File: src/rtl/psa_pkg.sv
package psa_pkg;
  localparam int SLICE_W = 8;

  typedef enum logic [1:0] {
    LANE_B8   = 2'd0,
    LANE_B16  = 2'd1,
    LANE_B32  = 2'd2,
    LANE_B32X = 2'd3
  } lane_e;

  typedef enum logic [1:0] {
    ARITH_WRAP  = 2'd0,
    ARITH_USAT  = 2'd1,
    ARITH_SSAT  = 2'd2,
    ARITH_WRAPX = 2'd3
  } arith_e;

  // number of byte slices in one lane for a given select code
  function automatic logic [2:0] slices_per_lane(input logic [1:0] sel);
    case (sel)
      LANE_B8:  return 3'd1;
      LANE_B16: return 3'd2;
      default:  return 3'd4;
    endcase
  endfunction
endpackage

File: src/rtl/slice_adder.sv
module slice_adder #(
  parameter int W = 8
) (
  input  logic [W-1:0] a,
  input  logic [W-1:0] b,
  input  logic         sub,
  input  logic         cin,
  output logic [W-1:0] sum,
  output logic         cout,
  output logic         c_msb
);
  logic [W-1:0] b_eff;
  logic [W:0]   total;

  assign b_eff = sub ? ~b : b;
  assign total = {1'b0, a} + {1'b0, b_eff} + {{W{1'b0}}, cin};
  assign sum   = total[W-1:0];
  assign cout  = total[W];
  // carry into the top bit, needed for signed overflow detection
  assign c_msb = total[W-1] ^ a[W-1] ^ b_eff[W-1];
endmodule

File: src/rtl/slice_clamp.sv
module slice_clamp #(
  parameter int W = 8
) (
  input  logic [W-1:0] sum_in,
  input  logic         sat_u,
  input  logic         sat_s,
  input  logic         ovf_u,
  input  logic         ovf_s,
  input  logic         sub,
  input  logic         a_neg,
  input  logic         is_top,
  output logic [W-1:0] sum_out
);
  always_comb begin
    if (sat_u && ovf_u) begin
      sum_out = sub ? '0 : '1;
    end else if (sat_s && ovf_s) begin
      if (a_neg)
        sum_out = is_top ? {1'b1, {(W-1){1'b0}}} : '0;
      else
        sum_out = is_top ? {1'b0, {(W-1){1'b1}}} : '1;
    end else begin
      sum_out = sum_in;
    end
  end
endmodule

File: src/rtl/packed_sat_adder.sv
module packed_sat_adder
  import psa_pkg::*;
#(
  parameter int DATA_W = 64
) (
  input  logic              clk,
  input  logic              rst,
  input  logic [DATA_W-1:0] opa,
  input  logic [DATA_W-1:0] opb,
  input  logic [1:0]        lane_sel,
  input  logic              sub,
  input  logic [1:0]        arith_sel,
  output logic [DATA_W-1:0] result
);
  localparam int NSL = DATA_W / SLICE_W;
  localparam int IW  = (NSL > 1) ? $clog2(NSL) : 1;

  logic [2:0]        span;
  logic              sat_u, sat_s;
  logic [NSL-1:0]    cin_v, cout_v, cmsb_v;
  logic [DATA_W-1:0] raw_sum, next_res;

  assign span  = slices_per_lane(lane_sel);
  // 32-bit lanes never clamp
  assign sat_u = (arith_sel == ARITH_USAT) && !lane_sel[1];
  assign sat_s = (arith_sel == ARITH_SSAT) && !lane_sel[1];

  for (genvar i = 0; i < NSL; i++) begin : g_slice
    logic          lane_start;
    logic [IW-1:0] top_idx;
    logic          ovf_u, ovf_s, a_neg;

    assign lane_start = ((IW'(i) & IW'(span - 3'd1)) == '0);
    assign top_idx    = IW'(i) | IW'(span - 3'd1);

    if (i == 0) begin : g_first
      assign cin_v[i] = sub;
    end else begin : g_chain
      assign cin_v[i] = lane_start ? sub : cout_v[i-1];
    end

    slice_adder #(.W(SLICE_W)) u_add (
      .a    (opa[i*SLICE_W +: SLICE_W]),
      .b    (opb[i*SLICE_W +: SLICE_W]),
      .sub  (sub),
      .cin  (cin_v[i]),
      .sum  (raw_sum[i*SLICE_W +: SLICE_W]),
      .cout (cout_v[i]),
      .c_msb(cmsb_v[i])
    );

    // lane flags come from the most significant slice of the lane
    assign ovf_u = sub ? ~cout_v[top_idx] : cout_v[top_idx];
    assign ovf_s = cout_v[top_idx] ^ cmsb_v[top_idx];
    assign a_neg = opa[{top_idx, 3'b111}];

    slice_clamp #(.W(SLICE_W)) u_clamp (
      .sum_in (raw_sum[i*SLICE_W +: SLICE_W]),
      .sat_u  (sat_u),
      .sat_s  (sat_s),
      .ovf_u  (ovf_u),
      .ovf_s  (ovf_s),
      .sub    (sub),
      .a_neg  (a_neg),
      .is_top (top_idx == IW'(i)),
      .sum_out(next_res[i*SLICE_W +: SLICE_W])
    );

    // byte-lane ordering properties
    AST_USAT_ADD_GE: assert property (@(posedge clk) disable iff (rst)
      (lane_sel == LANE_B8 && arith_sel == ARITH_USAT && !sub)
      |=> (result[i*SLICE_W +: SLICE_W] >= $past(opa[i*SLICE_W +: SLICE_W])));
    AST_USAT_SUB_LE: assert property (@(posedge clk) disable iff (rst)
      (lane_sel == LANE_B8 && arith_sel == ARITH_USAT && sub)
      |=> (result[i*SLICE_W +: SLICE_W] <= $past(opa[i*SLICE_W +: SLICE_W])));
    AST_SSAT_POS_KEEP: assert property (@(posedge clk) disable iff (rst)
      (lane_sel == LANE_B8 && arith_sel == ARITH_SSAT && !sub
       && !opa[i*SLICE_W+SLICE_W-1] && !opb[i*SLICE_W+SLICE_W-1])
      |=> !result[i*SLICE_W+SLICE_W-1]);
  end

  always_ff @(posedge clk) begin
    if (rst) result <= '0;
    else     result <= next_res;
  end

  AST_RESET_ZERO: assert property (@(posedge clk)
    rst |=> (result == '0));
  AST_WIDE_ADD_WRAP: assert property (@(posedge clk) disable iff (rst)
    (lane_sel[1] && !sub)
    |=> (result[31:0] == 32'($past(opa[31:0]) + $past(opb[31:0]))));
  AST_WIDE_SUB_WRAP: assert property (@(posedge clk) disable iff (rst)
    (lane_sel[1] && sub)
    |=> (result[31:0] == 32'($past(opa[31:0]) - $past(opb[31:0]))));
endmodule

File: config.mk
export PLATFORM = sky130hd
export DESIGN_NAME = packed_sat_adder
export DESIGN_NICKNAME = d
export VERILOG_FILES = /design/src/rtl/psa_pkg.sv /design/src/rtl/slice_adder.sv /design/src/rtl/slice_clamp.sv /design/src/rtl/packed_sat_adder.sv
export SDC_FILE = /design/constraint.sdc
export NUM_CORES = 1
export LEC_CHECK = 0
export ABC_AREA = 1
export BUFFER_PORTS_ARGS = -buffer_cell sky130_fd_sc_hd__buf_2
export CORE_MARGIN = 2
export CORE_UTILIZATION = 30
export CTS_CLUSTER_DIAMETER = 40
export DETAILED_ROUTE_END_ITERATION = 6
export PLACE_DENSITY = 0.56
export SETUP_SLACK_MARGIN = 0.02
export SYNTH_ARGS = -nofsm -noshare
export SYNTH_HDL_FRONTEND = slang
export SYNTH_HIERARCHICAL = 1
export SYNTH_SLANG_ARGS = --single-unit
File: constraint.sdc
create_clock -name clk -period 16.5 [get_ports clk]
set_input_delay 1.65 -clock clk [delete_from_list [all_inputs] [get_ports clk]]
set_output_delay 1.65 -clock clk [all_outputs]
set_load 0.01 [all_outputs]
==> flow_metrics.env <==
export IMPL_power_frac_seq=0.218
export IMPL_hold_class="in2reg"
export IMPL_finalSetupViolations=0
export IMPL_overflow=0
export IMPL_synth_area_per_cell_um2=6.324
export IMPL_reg_top3="result (64)"
export IMPL_first_pass_iters=4
export IMPL_worst_hold_path_endpoint="result[63]"
export IMPL_synth_seq_cells=64
export IMPL_cp_max_fo=9
export IMPL_tns_ns=0
export IMPL_relSlewSlack=0.2237
export IMPL_regMostFlops="result"
export IMPL_synth_common_cells="468 x nand2_1, 227 x inv_1, 84 x nand3_1"
export IMPL_track_usage=0.1536
export IMPL_core_region_area_um2=27780
export IMPL_dr_first_iter_drc_count=334
export IMPL_peakVddDrop_mv=0.04502
export IMPL_path_clk_slew_ns=0.06
export IMPL_outcome="completed"
export IMPL_fillers=3159
export IMPL_multi_input_area_um2=6045
export IMPL_worst_path_most_repeated_cell="fa_1"
export IMPL_yosysTopAreaCell="nand2_1"
export IMPL_p_per_area_nw_per_um2=88.67
export IMPL_yosysWarnings=6
export IMPL_die_area_um2=29500
export IMPL_critPathCaptureType="register"
export IMPL_p_sw_uw=389.5
export IMPL_grt_max_degree=65
export IMPL_hp_start="opa[63]"
export IMPL_cts_buffers=9
export IMPL_slowest_delay_ns=0.45
export IMPL_totalPowerFinal_uw=897.9
export IMPL_grt_setup_unrepaired="false"
export IMPL_port_buffers=198
export IMPL_drtAntennaViolNets=0
export IMPL_syn_area_um2=8443
export IMPL_io_pins=199
export IMPL_slew_violations=0
export IMPL_regArea_um2=1281
export IMPL_grt_pass1_wl_um=36260
export IMPL_yosys_area_top_type_share=0.2081
export IMPL_clkPwrFrac=0.219
export IMPL_tightest_slew_ns=1.158
export IMPL_dp_cells=1887
export IMPL_synth_async_reset_ratio=0
export IMPL_synthesis_instances=1335
export IMPL_die_h_um=171.8
export IMPL_critical_path_arrival_ns=15.58
export IMPL_crit_path_start="sub"
export IMPL_gp_congestion=0.8883
export IMPL_clock_fmax_mhz=65.35
export IMPL_routed_wirelength_um=22560
export IMPL_start_util=0.3039
export IMPL_rows=61
export IMPL_dp_hpwl_um=18800
export IMPL_clock_path_buffers=2
export IMPL_seq_area_frac_synth=0.1517
export IMPL_yosysMostFrequentCell="nand2_1"
export IMPL_path_class="in2reg"
export IMPL_routed_via_count=8074
export IMPL_max_cap_viol_count=0
export IMPL_fin_crit_sh=0.9274
export IMPL_critPathRequiredTime_ns=16.78
export IMPL_layout_min_cycle_time_ns=15.30
export IMPL_intPower_uw=508.4
export IMPL_netSwitchingFraction=0.4337
export IMPL_cts_tree="done"
export IMPL_hold_slack_ns=1.839
export IMPL_stdcell_count=1915
export IMPL_grt_pass1_vias=7703
export IMPL_h_tree_depth=3
export IMPL_hold_violations=0
export IMPL_final_net_count=1740
export IMPL_synth_edf_count=0
export IMPL_syn2layout_area_growth_pct=19.93
export IMPL_largest_register_ffs=64
export IMPL_yosysUniqueCellTypes=40
export IMPL_detail_route_wl_per_cell_um=11.78
export IMPL_die_x_um=171.8
export IMPL_p_leak_nw=6.276
export IMPL_netlist_top_cells_area="nand2_1 21%, dfxtp_1 15%, inv_1 10%"
export IMPL_root_buffer="clkbuf_16"
export IMPL_hold_depth=7
export IMPL_cp_slowest_cell="fa_1"
export IMPL_layout_drive_gt1_share=0.2352
export IMPL_vias_per_cell=4.216
export IMPL_drc=0
export IMPL_antenna_found_initial=4
export IMPL_combinationalPowerShare=0.562
export IMPL_startpoint_type="input pin"
export IMPL_cts_sinks=64
export IMPL_synth_top_flop_cell="dfxtp_1"
[kinds of logic (layout without fill, tap and decap cells)]
family	count (synthesis)	after routing	synth area share
AND/OR/NAND/NOR	726	726	0.3892
buffers and inverters	268	467	0.1393
XOR/XNOR	119	119	0.1297
AO/OA/AOI/OAI	82	82	0.06432
adder cells (fa/ha/maj)	75	75	0.1254
flip-flops	64	64	0.1517
other	1	4	0.0004441
[stage by stage]
| step | worst slack (ns) | utilization | cell area, µm² |
|---|---|---|---|
| 2_1_floorplan | 1.680 | - | 8447 |
| 3_3_place_gp | 0.3328 | 0.3489 | 9692 |
| 3_5_place_dp | -0.008766 | 0.3489 | 9692 |
| 4_1_cts | 0.3372 | 0.3598 | 9996 |
| 5_1_grt | 0.04401 | 0.3644 | 10120 |
| 6_report | 1.199 | 0.3645 | 10130 |
[metal layers]
metal	routed length, µm	track usage	vias to the layer above
li1	-	-	4395
met1	10590	0.1934	3500
met2	10630	0.2696	153
met3	958	0.02577	22
met4	355	0.04202	4
met5	22	0	-
[worst max-delay path by stage]
stage	end	cells after the start	slack, ns
after floorplan	result[32]	76	1.68
after global placement	result[2]	80	0.33
after detailed placement	result[2]	80	-0.009
after CTS	result[3]	80	0.34
after global routing	result[3]	80	0.04
final	result[11]	73	1.20
[area by class of cell]
class                   instances  area share
clock inverters                 7    0.007784
clock buffers                   9     0.02224
inverters                     237     0.08934
diodes                          2   0.0004943
flip-flops and latches         64      0.1265
repair buffers                214      0.1100
multi-input cells            1004      0.5969
well taps                     378     0.04671
[worst max-delay path, delay by kind of cell]
family                     cells  cell delay [ns]
xor gates and xnor gates       2             0.33
buffers and inverters         16             1.27
and+or+nand+nor               23             2.66
adders and majority gates     16             6.84
AOI/OAI and AO/OA             16             2.81
[power groups by stage]
| stage | Sequential, mW | Clock (mW) | Combinational (mW) |
|---|---|---|---|
| finish | 0.196 | 0.197 | 0.505 |
| CTS | 0.197 | 0.203 | 0.500 |
| floorplan | 0.215 | 0 | 0.356 |
| global placement | 0.201 | 0 | 0.495 |
| global route | 0.199 | 0.209 | 0.585 |
| detailed placement | 0.200 | 0 | 0.498 |
[timing repair]
action | 4_1_cts | 5_1_grt
hold buffers | 0 | 0
resized for setup | 0 | 16
endpoints found under the setup margin | 0 | 56
setup buffers | 0 | 10
[cell usage in the layout (no fill, tap or decap), types with 8 or more instances in the layout]
master and count:
inv_1 225, a21oi_2 9, clkbuf_16 9, nand2_4 9, xor2_1 71, or2_1 8, nor2_4 9, xnor2_1 41
a21oi_1 26, ha_1 59, nand3_1 81, nand4_1 10, o21ai_0 12, nand2_2 38, nand2_1 465, dfxtp_1 64
nor2_8 8, nor2_1 77, fa_1 16, buf_2 197, o21ai_2 12, buf_4 17
Power figures use the tool's default switching activity.
